===== src/rtl/pwm_pair_pkg.sv =====
package pwm_pair_pkg;
  localparam int unsigned ADDR_W = 4;
  localparam int unsigned DATA_W = 8;

  typedef enum logic [ADDR_W-1:0] {
    A_CTRL  = 4'h0,
    A_STAT  = 4'h1,
    A_PRESC = 4'h2,
    A_MOD_L = 4'h3,
    A_MOD_H = 4'h4,
    A_W0_L  = 4'h5,
    A_OVR   = 4'hF
  } reg_addr_e;

  localparam int unsigned CTRL_EN_BIT  = 7;
  localparam int unsigned CTRL_LD_BIT  = 1;
  localparam int unsigned CTRL_IE_BIT  = 0;
  localparam int unsigned OVR_LVL_LSB  = 4;
endpackage


===== src/rtl/pwm_regs.sv =====
module pwm_regs
  import pwm_pair_pkg::*;
#(
  parameter int unsigned CNT_W = 12,
  parameter int unsigned PRE_W = 2,
  parameter int unsigned N_OUT = 2
) (
  input  logic                         clk_i,
  input  logic                         rst_ni,
  input  logic                         wr_gate_i,
  input  logic                         wr_en_i,
  input  logic                         rd_en_i,
  input  logic [ADDR_W-1:0]            addr_i,
  input  logic [DATA_W-1:0]            wdata_i,
  output logic [DATA_W-1:0]            rdata_o,
  input  logic                         reload_i,
  output logic                         en_o,
  output logic                         ld_o,
  output logic                         ie_o,
  output logic                         seen_o,
  output logic                         flag_o,
  output logic [PRE_W-1:0]             stg_pre_o,
  output logic [CNT_W-1:0]             stg_mod_o,
  output logic [N_OUT-1:0][CNT_W-1:0]  stg_w_o,
  output logic [N_OUT-1:0]             ovr_en_o,
  output logic [N_OUT-1:0]             ovr_lvl_o
);
  localparam int unsigned HI_W   = CNT_W - 8;
  localparam int unsigned W_BASE = int'(A_W0_L);

  logic en_q, ld_q, ie_q, seen_q, flag_q;
  logic [PRE_W-1:0]            pre_q;
  logic [CNT_W-1:0]            mod_q;
  logic [N_OUT-1:0][CNT_W-1:0] w_q;
  logic [N_OUT-1:0]            ovr_en_q, ovr_lvl_q;

  logic ctrl_wr, ctrl_rd, stat_clr;
  assign ctrl_wr  = wr_en_i && wr_gate_i && (addr_i == A_CTRL);
  assign ctrl_rd  = rd_en_i && wr_gate_i && (addr_i == A_CTRL);
  assign stat_clr = wr_en_i && (addr_i == A_STAT) && wdata_i[0];

  always_ff @(posedge clk_i or negedge rst_ni) begin
    if (!rst_ni) begin
      en_q   <= 1'b0;
      ld_q   <= 1'b0;
      ie_q   <= 1'b0;
      seen_q <= 1'b0;
      flag_q <= 1'b0;
    end else begin
      if (ctrl_wr) begin
        en_q <= wdata_i[CTRL_EN_BIT];
        ie_q <= wdata_i[CTRL_IE_BIT];
      end
      // transfer wins over a same-cycle write
      if (reload_i && ld_q)
        ld_q <= 1'b0;
      else if (ctrl_wr)
        ld_q <= wdata_i[CTRL_LD_BIT] & (ld_q | seen_q);
      if (ctrl_wr)
        seen_q <= 1'b0;
      else if (ctrl_rd)
        seen_q <= ~ld_q;
      if (reload_i)
        flag_q <= 1'b1;
      else if (stat_clr)
        flag_q <= 1'b0;
    end
  end

  always_ff @(posedge clk_i or negedge rst_ni) begin
    if (!rst_ni) begin
      pre_q     <= '0;
      mod_q     <= '0;
      ovr_en_q  <= '0;
      ovr_lvl_q <= '0;
    end else if (wr_en_i) begin
      case (addr_i)
        A_PRESC: pre_q <= wdata_i[PRE_W-1:0];
        A_MOD_L: mod_q[7:0] <= wdata_i;
        A_MOD_H: mod_q[CNT_W-1:8] <= wdata_i[HI_W-1:0];
        A_OVR: begin
          ovr_en_q  <= wdata_i[N_OUT-1:0];
          ovr_lvl_q <= wdata_i[OVR_LVL_LSB +: N_OUT];
        end
        default: ;
      endcase
    end
  end

  for (genvar n = 0; n < N_OUT; n++) begin : g_width
    localparam logic [ADDR_W-1:0] LO_A = ADDR_W'(W_BASE + 2 * n);
    localparam logic [ADDR_W-1:0] HI_A = ADDR_W'(W_BASE + 2 * n + 1);
    always_ff @(posedge clk_i or negedge rst_ni) begin
      if (!rst_ni)
        w_q[n] <= '0;
      else if (wr_en_i && addr_i == LO_A)
        w_q[n][7:0] <= wdata_i;
      else if (wr_en_i && addr_i == HI_A)
        w_q[n][CNT_W-1:8] <= wdata_i[HI_W-1:0];
    end
  end

  always_comb begin
    rdata_o = '0;
    case (addr_i)
      A_CTRL: if (wr_gate_i) begin
        rdata_o[CTRL_EN_BIT] = en_q;
        rdata_o[CTRL_LD_BIT] = ld_q;
        rdata_o[CTRL_IE_BIT] = ie_q;
      end
      A_STAT:  rdata_o[0] = flag_q;
      A_PRESC: rdata_o[PRE_W-1:0] = pre_q;
      A_MOD_L: rdata_o = mod_q[7:0];
      A_MOD_H: rdata_o[HI_W-1:0] = mod_q[CNT_W-1:8];
      A_OVR: begin
        rdata_o[N_OUT-1:0]              = ovr_en_q;
        rdata_o[OVR_LVL_LSB +: N_OUT]   = ovr_lvl_q;
      end
      default: ;
    endcase
    for (int n = 0; n < N_OUT; n++) begin
      if (addr_i == ADDR_W'(W_BASE + 2 * n))
        rdata_o = w_q[n][7:0];
      if (addr_i == ADDR_W'(W_BASE + 2 * n + 1)) begin
        rdata_o = '0;
        rdata_o[HI_W-1:0] = w_q[n][CNT_W-1:8];
      end
    end
  end

  assign en_o      = en_q;
  assign ld_o      = ld_q;
  assign ie_o      = ie_q;
  assign seen_o    = seen_q;
  assign flag_o    = flag_q;
  assign stg_pre_o = pre_q;
  assign stg_mod_o = mod_q;
  assign stg_w_o   = w_q;
  assign ovr_en_o  = ovr_en_q;
  assign ovr_lvl_o = ovr_lvl_q;
endmodule


===== src/rtl/pwm_timebase.sv =====
module pwm_timebase #(
  parameter int unsigned CNT_W = 12,
  parameter int unsigned PRE_W = 2,
  parameter int unsigned N_OUT = 2
) (
  input  logic                         clk_i,
  input  logic                         rst_ni,
  input  logic                         en_i,
  input  logic                         ld_i,
  input  logic [PRE_W-1:0]             stg_pre_i,
  input  logic [CNT_W-1:0]             stg_mod_i,
  input  logic [N_OUT-1:0][CNT_W-1:0]  stg_w_i,
  output logic [CNT_W-1:0]             cnt_o,
  output logic [CNT_W-1:0]             act_mod_o,
  output logic [N_OUT-1:0][CNT_W-1:0]  act_w_o,
  output logic                         reload_o
);
  // largest divisor is 2**(2**PRE_W - 1)
  localparam int unsigned PC_W = (1 << PRE_W) - 1;

  logic [PC_W-1:0]             pre_cnt_q, limit;
  logic [PRE_W-1:0]            act_pre_q;
  logic [CNT_W-1:0]            cnt_q, act_mod_q;
  logic [N_OUT-1:0][CNT_W-1:0] act_w_q;
  logic                        tick;

  assign limit    = PC_W'((1 << act_pre_q) - 1);
  assign tick     = en_i && (pre_cnt_q >= limit);
  assign reload_o = tick && (cnt_q >= act_mod_q);

  // idle: park at the wrap point so the first running clock reloads
  always_ff @(posedge clk_i or negedge rst_ni) begin
    if (!rst_ni) begin
      pre_cnt_q <= '1;
      cnt_q     <= '0;
    end else if (!en_i) begin
      pre_cnt_q <= '1;
      cnt_q     <= act_mod_q;
    end else if (tick) begin
      pre_cnt_q <= '0;
      cnt_q     <= reload_o ? '0 : cnt_q + 1'b1;
    end else begin
      pre_cnt_q <= pre_cnt_q + 1'b1;
    end
  end

  always_ff @(posedge clk_i or negedge rst_ni) begin
    if (!rst_ni) begin
      act_pre_q <= '0;
      act_mod_q <= '0;
      act_w_q   <= '0;
    end else if (reload_o && ld_i) begin
      act_pre_q <= stg_pre_i;
      act_mod_q <= stg_mod_i;
      act_w_q   <= stg_w_i;
    end
  end

  assign cnt_o     = cnt_q;
  assign act_mod_o = act_mod_q;
  assign act_w_o   = act_w_q;
endmodule


===== src/rtl/pwm_outgen.sv =====
module pwm_outgen #(
  parameter int unsigned CNT_W = 12
) (
  input  logic             en_i,
  input  logic [CNT_W-1:0] cnt_i,
  input  logic [CNT_W-1:0] width_i,
  input  logic [CNT_W-1:0] mod_i,
  input  logic             ovr_en_i,
  input  logic             ovr_lvl_i,
  output logic             pwm_o
);
  logic gen;
  always_comb begin
    gen   = en_i && (width_i != '0) && ((cnt_i < width_i) || (width_i >= mod_i));
    pwm_o = ovr_en_i ? ovr_lvl_i : gen;
  end
endmodule


===== src/rtl/pwm_pair_reload.sv =====
module pwm_pair_reload
  import pwm_pair_pkg::*;
#(
  parameter int unsigned CNT_W = 12,
  parameter int unsigned PRE_W = 2,
  parameter int unsigned N_OUT = 2
) (
  input  logic              clk_i,
  input  logic              rst_ni,
  input  logic              wr_gate_i,
  input  logic              wr_en_i,
  input  logic              rd_en_i,
  input  logic [ADDR_W-1:0] addr_i,
  input  logic [DATA_W-1:0] wdata_i,
  output logic [DATA_W-1:0] rdata_o,
  output logic [N_OUT-1:0]  pwm_o,
  output logic              irq_o
);
  logic                        en_w, ld_w, ie_w, seen_w, flag_w, reload_w;
  logic [PRE_W-1:0]            stg_pre_w;
  logic [CNT_W-1:0]            stg_mod_w, cnt_w, act_mod_w;
  logic [N_OUT-1:0][CNT_W-1:0] stg_w_w, act_w_w;
  logic [N_OUT-1:0]            ovr_en_w, ovr_lvl_w;

  pwm_regs #(.CNT_W(CNT_W), .PRE_W(PRE_W), .N_OUT(N_OUT)) u_regs (
    .clk_i     (clk_i),
    .rst_ni    (rst_ni),
    .wr_gate_i (wr_gate_i),
    .wr_en_i   (wr_en_i),
    .rd_en_i   (rd_en_i),
    .addr_i    (addr_i),
    .wdata_i   (wdata_i),
    .rdata_o   (rdata_o),
    .reload_i  (reload_w),
    .en_o      (en_w),
    .ld_o      (ld_w),
    .ie_o      (ie_w),
    .seen_o    (seen_w),
    .flag_o    (flag_w),
    .stg_pre_o (stg_pre_w),
    .stg_mod_o (stg_mod_w),
    .stg_w_o   (stg_w_w),
    .ovr_en_o  (ovr_en_w),
    .ovr_lvl_o (ovr_lvl_w)
  );

  pwm_timebase #(.CNT_W(CNT_W), .PRE_W(PRE_W), .N_OUT(N_OUT)) u_tb (
    .clk_i     (clk_i),
    .rst_ni    (rst_ni),
    .en_i      (en_w),
    .ld_i      (ld_w),
    .stg_pre_i (stg_pre_w),
    .stg_mod_i (stg_mod_w),
    .stg_w_i   (stg_w_w),
    .cnt_o     (cnt_w),
    .act_mod_o (act_mod_w),
    .act_w_o   (act_w_w),
    .reload_o  (reload_w)
  );

  for (genvar n = 0; n < N_OUT; n++) begin : g_out
    pwm_outgen #(.CNT_W(CNT_W)) u_out (
      .en_i      (en_w),
      .cnt_i     (cnt_w),
      .width_i   (act_w_w[n]),
      .mod_i     (act_mod_w),
      .ovr_en_i  (ovr_en_w[n]),
      .ovr_lvl_i (ovr_lvl_w[n]),
      .pwm_o     (pwm_o[n])
    );
  end

  assign irq_o = flag_w & ie_w;
endmodule


===== config.mk =====
export PLATFORM = sky130hd
export DESIGN_NAME = pwm_pair_reload
export DESIGN_NICKNAME = d
export VERILOG_FILES = /design/src/rtl/pwm_pair_pkg.sv /design/src/rtl/pwm_regs.sv /design/src/rtl/pwm_timebase.sv /design/src/rtl/pwm_outgen.sv /design/src/rtl/pwm_pair_reload.sv
export SDC_FILE = /design/constraint.sdc
export NUM_CORES = 1
export LEC_CHECK = 0
export CAP_MARGIN = 15
export CORE_AREA = 2 2 116 118
export CTS_CLUSTER_DIAMETER = 150
export CTS_CLUSTER_SIZE = 25
export DETAILED_ROUTE_END_ITERATION = 6
export DIE_AREA = 0 0 118 120
export GPL_ROUTABILITY_DRIVEN = 0
export HOLD_SLACK_MARGIN = 0.15
export PLACE_DENSITY = 0.63
export SYNTH_ARGS = -nofsm -noshare
export SYNTH_HDL_FRONTEND = slang
export SYNTH_SLANG_ARGS = --single-unit

===== constraint.sdc =====
create_clock -name clk_i -period 2.7 [get_ports clk_i]
set_input_delay 0.27 -clock clk_i [delete_from_list [all_inputs] [get_ports clk_i]]
set_output_delay 0.27 -clock clk_i [all_outputs]
set_load 0.02 [all_outputs]

* Word-level counts from Yosys, hierarchy flattened
Cells that the tools add are included.
** Storage, ports and cells
- Bits in registers :: 100
- Bits of input ports :: 17
- Output and inout bits :: 11
- Logic and storage cells :: 102
** Cells by class
- Add/sub/neg operators :: 3
- Magnitude comparators :: 6
- Eq/ne operators :: 10
- Shift operators :: 1
- Multiplexer cells :: 25
- Bitwise operators :: 6
- Reductions and logical operators :: 31
** Operator list (number)
- 12-bit >= comparator :: 3
- 12-bit 2-to-1 mux :: 3
- 8-bit 2-to-1 mux :: 4
- 12-bit < comparator :: 2
- 12-bit nonzero test :: 2
- 1-bit logical AND :: 17
- 4-bit by 3-bit == test with 1-bit output, second input constant :: 4
- 12-bit by 1-bit adder with 12-bit output, second input constant :: 1
- 2-bit AND reduction :: 6
- 1-bit 2-to-1 mux :: 10
- 4-bit by 2-bit == test with 1-bit output, second input constant :: 2
- 4-bit == test, second input constant :: 2
- 2-bit one-hot mux with 2 select lines :: 2
- 3-bit 2-to-1 mux :: 2
- 1-bit one-hot mux with 6 select lines :: 1
- 2-bit nonzero test :: 3
- 1-bit one-hot mux with 5 select lines :: 1
- 4-bit by 1-bit == test with 1-bit output, second input constant :: 1
- 4-bit zero test :: 1
- 3-bit by 1-bit adder with 3-bit output, second input constant :: 1
- 3-bit >= comparator :: 1
- 1-bit NOT :: 3
- 1-bit by 2-bit left shift with 3-bit output, first input constant :: 1
- 3-bit by 2-bit subtractor with 3-bit output, second input constant :: 1
- other kinds (6) :: 8

* Longest topological paths before layout
- Depth after elaboration :: 8
- Mapped depth :: 9
- Gate-level depth less buffers :: 7

* Cells and area by module
From an unflattened synthesis, not the netlist that was laid out.
** Unflattened totals
- Cell total of the unflattened synthesis :: 587
- Area, all modules :: 6388.6 um^2
** Modules (own cells, without submodules)
- pwm_timebase :: instances 1, cells each 216, area each 2771.4 um^2, sequential area each 1330.0 um^2
- pwm_regs :: instances 1, cells each 196, area each 2402.3 um^2, sequential area each 1176.1 um^2
- pwm_outgen (g_out[1].u_out) :: instances 1, cells each 87, area each 608.1 um^2, sequential area each 0.0 um^2
- pwm_outgen (g_out[0].u_out) :: instances 1, cells each 87, area each 600.6 um^2, sequential area each 0.0 um^2
- pwm_pair_reload :: instances 1, cells each 1, area each 6.3 um^2, sequential area each 0.0 um^2

* Worst setup path after synthesis
No wires, ideal clock.
- Path type :: register -> register
- From :: register u_tb.cnt_q[11] (netlist: u_tb.cnt_o[11])
- To :: register u_tb.act_mod_q[0] (netlist: u_tb.act_mod_o[0])
- Library setup time :: 125 ps
- Arrival time :: 2169 ps
- Required time :: 2575 ps
- Slack :: 406 ps
- Stages on the path, launching flop included :: 9
- Buffers on the path :: 2
- Period minus slack after synthesis :: 2294 ps
- Cells stage by stage :: dfrtp_1 > ha_1 > nand4_1 > nor4_1 > a21oi_1 > a2111o_1 > buf_6 > buf_6 > mux2_4
** Between the ends
- Longest elaborated chain between the ends :: 3
** Ends and longest elaborated chain
- from (decl) :: line pwm_timebase.sv:23 : logic [CNT_W-1:0] cnt_q, act_mod_q;
- from (signal assigned) :: line pwm_timebase.sv:38 : cnt_q <= act_mod_q;
- from (signal assigned) :: line pwm_timebase.sv:41 : cnt_q <= reload_o ? '0 : cnt_q + 1'b1;
- 12-bit >= comparator :: line pwm_timebase.sv:29 : assign reload_o = tick && (cnt_q >= act_mod_q);
- 1-bit logical AND :: line pwm_timebase.sv:29
- 1-bit logical AND :: line pwm_timebase.sv:52 : end else if (reload_o && ld_i) begin
- to (signal assigned) :: line pwm_timebase.sv:54 : act_mod_q <= stg_mod_i;
- to (decl) :: line pwm_timebase.sv:23
No other way between the ends.
A chain may end at the register's enable or synchronous reset.

* Worst setup path after layout
- From :: input addr_i[0]
- To :: output rdata_o[2]
** Between the ends
- Longest elaborated chain between the ends :: 6
- Elaborated cells between the ends (all ways) :: 11
- Those cells by class :: eq/ne (6); mux (5)
** Ends and longest elaborated chain
- from (decl) :: line pwm_pair_reload.sv:13 : input logic [ADDR_W-1:0] addr_i,
- 4-bit by 3-bit == test with 1-bit output / 4-bit by 2-bit == test with 1-bit output (equally long branches) :: line pwm_regs.sv:105 : case (addr_i)
- 2-bit one-hot mux with 2 select lines :: line pwm_regs.sv:105
- 8-bit 2-to-1 mux :: line pwm_regs.sv:122 : if (addr_i == ADDR_W'(W_BASE + 2 * n))
- 8-bit 2-to-1 mux :: line pwm_regs.sv:124 : if (addr_i == ADDR_W'(W_BASE + 2 * n + 1)) begin
- 8-bit 2-to-1 mux :: line pwm_regs.sv:122
- 8-bit 2-to-1 mux * :: line pwm_regs.sv:124
- to (decl) :: line pwm_pair_reload.sv:15 : output logic [DATA_W-1:0] rdata_o,
Every way passes the cells marked *; elsewhere a longest branch is shown, timed or not.

==> results.sh <==
export IMPL_status="finished, final reports clean"
export IMPL_crit_chain="clkdlybuf4s50_1 > buf_4 > buf_4 > nor4b_1 > buf_4 > a22o_1 > clkdlybuf4s50_1"
export IMPL_avgSynthCellArea_um2=10.7
export IMPL_grt_use_total_pct=24.7
export IMPL_critical_path_top_delay_family="buffers and inverters"
export IMPL_io_pins=28
export IMPL_post_place_ws_ns=-0.145
export IMPL_layout_commonest_cell="dfrtp_1"
export IMPL_area_growth_pct=17.0
export IMPL_clock_latency_ns=0.36
export IMPL_postCtsSetupBuffers=0
export IMPL_setup_worst_path_start_class="input pin"
export IMPL_dp_hpwl_mm=12.8
export IMPL_cts_tree="done"
export IMPL_cpPeakStageDelay_ns=0.61
export IMPL_grt_antenna_before_repair=0
export IMPL_synthCells=570
export IMPL_finalCritPeriodShare_pct=95.6
export IMPL_cts_root_buf="clkbuf_16"
export IMPL_h_tree_depth=3
export IMPL_startpoint="addr_i[0]"
export IMPL_crit_top_cell="buf_4"
export IMPL_critical_path_class="in2out"
export IMPL_grt_pass1_vias=4849
export IMPL_reg2reg_from="u_tb.cnt_o[11]"
export IMPL_max_slew_margin_pct=53.9
export IMPL_yosysWarnings=0
export IMPL_worst_path_buf_inv=5
export IMPL_final_cell_mix="97 x dfrtp_1, 76 x mux2_2, 63 x ha_1"
export IMPL_die_area_um2=14200
export IMPL_arrival_ns=2.31
export IMPL_vias=4698
export IMPL_firstDrtPassIters=5
export IMPL_std_cell_rows=42
export IMPL_drv_slew=0
export IMPL_netlist_area_um2=6120
export IMPL_fin_crit_ns=2.58
export IMPL_finalClockSkew_ns=0.0103
export IMPL_port_buffers=27
export IMPL_fin_setup_tns_ns=0
export IMPL_rsz0062_at_grt="false"
export IMPL_max_freq_mhz=388
export IMPL_p_leak_nw=3.34
export IMPL_worst_setup_path_end_kind="primary output"
export IMPL_synth_nets=650
export IMPL_nets=709
export IMPL_layout_setup_ws_ns=0.120
export IMPL_crit_fanout=11
export IMPL_hold_viol=0
export IMPL_drt_iter0_drc=331
export IMPL_drc=0
export IMPL_core_area_um2=13000
export IMPL_antenna_left=0
export IMPL_synthArstFlopShare_pct=100
export IMPL_max_cap_viol_count=0
export IMPL_grt_pass1_wl_mm=26.8
export IMPL_synth_flop_cell="dfrtp_1"
export IMPL_tightest_slew_ns=0.691
export IMPL_cts_sinks=100
export IMPL_cp_required_ns=2.43
export IMPL_drive_gt1_share_pct=24.8
export IMPL_peakVddDrop_mv=0.479
export IMPL_synth_edf_count=0
export IMPL_drt_wl_total_mm=16.7
export IMPL_wire_per_inst_um=20.6
export IMPL_worstHoldPathType="in2async"
export IMPL_die_height_um=120
export IMPL_synth_seq_cells=100
export IMPL_die_width_um=118
export IMPL_n_antenna_cell=0
export IMPL_cts_buffers=9
export IMPL_synth_cell_types=55
export IMPL_vias_per_cell=5.80
export IMPL_start_util_pct=47.2
export IMPL_setup_viol=0
export IMPL_grt_overflow=0
export IMPL_fill_cells=1118
export IMPL_seq_area_frac_synth_pct=40.9
export IMPL_cts_buffer_depth=2
export IMPL_cts_clk_slew_worst_paths_ns=0.07
export IMPL_slowest_stage="clkdlybuf4s50_1"
export IMPL_grt_max_degree=52
export IMPL_powerDensity_nw_per_um2=1140
## through the flow
stage                     instances  hold slack (ns)  util [%]  total power, W  instance area [um^2]
after global routing            810            0.565      55.2         0.00881                  7160
after detailed placement        793            0.359      52.8         0.00678                  6850
after CTS                       810            0.514      55.2         0.00814                  7160
after global placement          793            0.352      52.8         0.00656                  6850
after floorplan                 570          -0.0256         -         0.00532                  6120
final                           810            0.489      55.2         0.00815                  7160
## worst register-to-register path: cells and delay by family, from the launching register on
kind,cells,cell delay [ns]
multiplexers,1,0.34
flip-flops,1,0.47
buffers and inverters,1,0.21
adder cells (fa/ha/maj),1,0.36
AO/OA/AOI/OAI,2,0.55
AND/OR/NAND/NOR,2,0.48
## cells in the mapped netlist (all sizes together), types with 2 or more instances
cell / count / share of area [%]
ha: 63 / 13
nor3: 3 / 0.33
o21ai: 28 / 2.3
nand4: 9 / 0.92
nand3: 12 / 0.98
a41oi: 2 / 0.29
nand2: 37 / 2.3
a311oi: 2 / 0.29
and3: 6 / 0.61
clkbuf: 14 / 0.86
xnor2: 3 / 0.43
a32o: 2 / 0.33
o31ai: 11 / 1.3
a21oi: 33 / 2.7
xor2: 8 / 1.1
a2bb2oi: 12 / 1.7
inv: 45 / 2.8
nor2b: 9 / 0.92
a21o: 6 / 0.74
buf: 10 / 1.0
mux2: 85 / 16
mux2i: 3 / 0.49
dfstp: 3 / 1.3
dfrtp: 97 / 40
a22oi: 3 / 0.37
a22o: 3 / 0.43
nor4: 7 / 0.72
a211oi: 6 / 0.74
nor3b: 3 / 0.37
nand3b: 2 / 0.25
nand2b: 5 / 0.51
nor2: 15 / 0.92
and4: 6 / 0.86
a31oi: 2 / 0.20
## logic make-up (layout without fill, tap and decap cells)
| kind of cell | after synthesis | after routing | synth area share, % |
|---|---|---|---|
| DFF | 100 | 100 | 40.9 |
| AOI/OAI and AO/OA | 120 | 120 | 12.9 |
| adders and majority gates | 63 | 63 | 12.9 |
| muxes | 89 | 89 | 17.0 |
| xor gates and xnor gates | 11 | 11 | 1.57 |
| and+or+nand+nor | 117 | 117 | 9.99 |
| buffers and inverters | 70 | 134 | 4.70 |
## routing by layer
| metal | vias to the layer above | GRT usage, % | routed length [um] |
|---|---|---|---|
| met5 | - | 0 | 0 |
| met4 | 0 | 6.17 | 274 |
| met3 | 19 | 5.18 | 809 |
| met2 | 118 | 41.1 | 7970 |
| met1 | 2354 | 33.0 | 7660 |
| li1 | 2207 | - | - |
## path summary, 6_finish.rpt
| kind | to | slack, ns | depth (start not counted) |
|---|---|---|---|
| worst max-delay path | rdata_o[2] | 0.12 | 7 |
| worst min-delay path | u_tb.cnt_o[4] | 0.49 | 2 |
| worst max register to register | u_tb.act_w_o[23] | 0.18 | 7 |
| worst min register to register | u_tb.act_w_o[18] | 0.53 | 1 |
| max in group asynchronous | u_tb.pre_cnt_q[1] | 1.46 | 3 |
| min in group clk_i | u_tb.act_w_o[18] | 0.53 | 1 |
## power breakdown
group / internal [W] / switching, W
logic: 0.00194 / 0.00211
registers: 0.00206 / 0.000699
clock network: 0.000733 / 0.000611
total: 0.00473 / 0.00342
## timing repair
item / 4_1_cts / 5_1_grt
endpoints found under the setup margin: 5 / 5
resized for setup: 5 / 11
hold endpoints to repair: 50 / 0
hold buffers: 1 / 0
pin swaps: 1 / 2
## cell type report
class	instances	area (um^2)	share of cell area [%]
multi-input cells	400	3330	46.6
flip-flops and latches	100	2510	35.0
repair buffers	72	618	8.63
clock buffers	9	225	3.14
well taps	176	220	3.07
inverters	46	173	2.41
clock inverters	7	85.1	1.19
## registers in the layout (all words and copies together), names as in the netlist, 2 cells and up
register and cells:
u_regs.ovr_en_o 2, u_regs.ovr_lvl_o 2, u_regs.stg_mod_o 12, u_regs.stg_pre_o 2, u_regs.stg_w_o 24, u_tb.act_mod_o 12
u_tb.act_pre_q 2, u_tb.act_w_o 24, u_tb.cnt_o 12, u_tb.pre_cnt_q 3
Note: power is estimated with default switching activity, not from simulation.
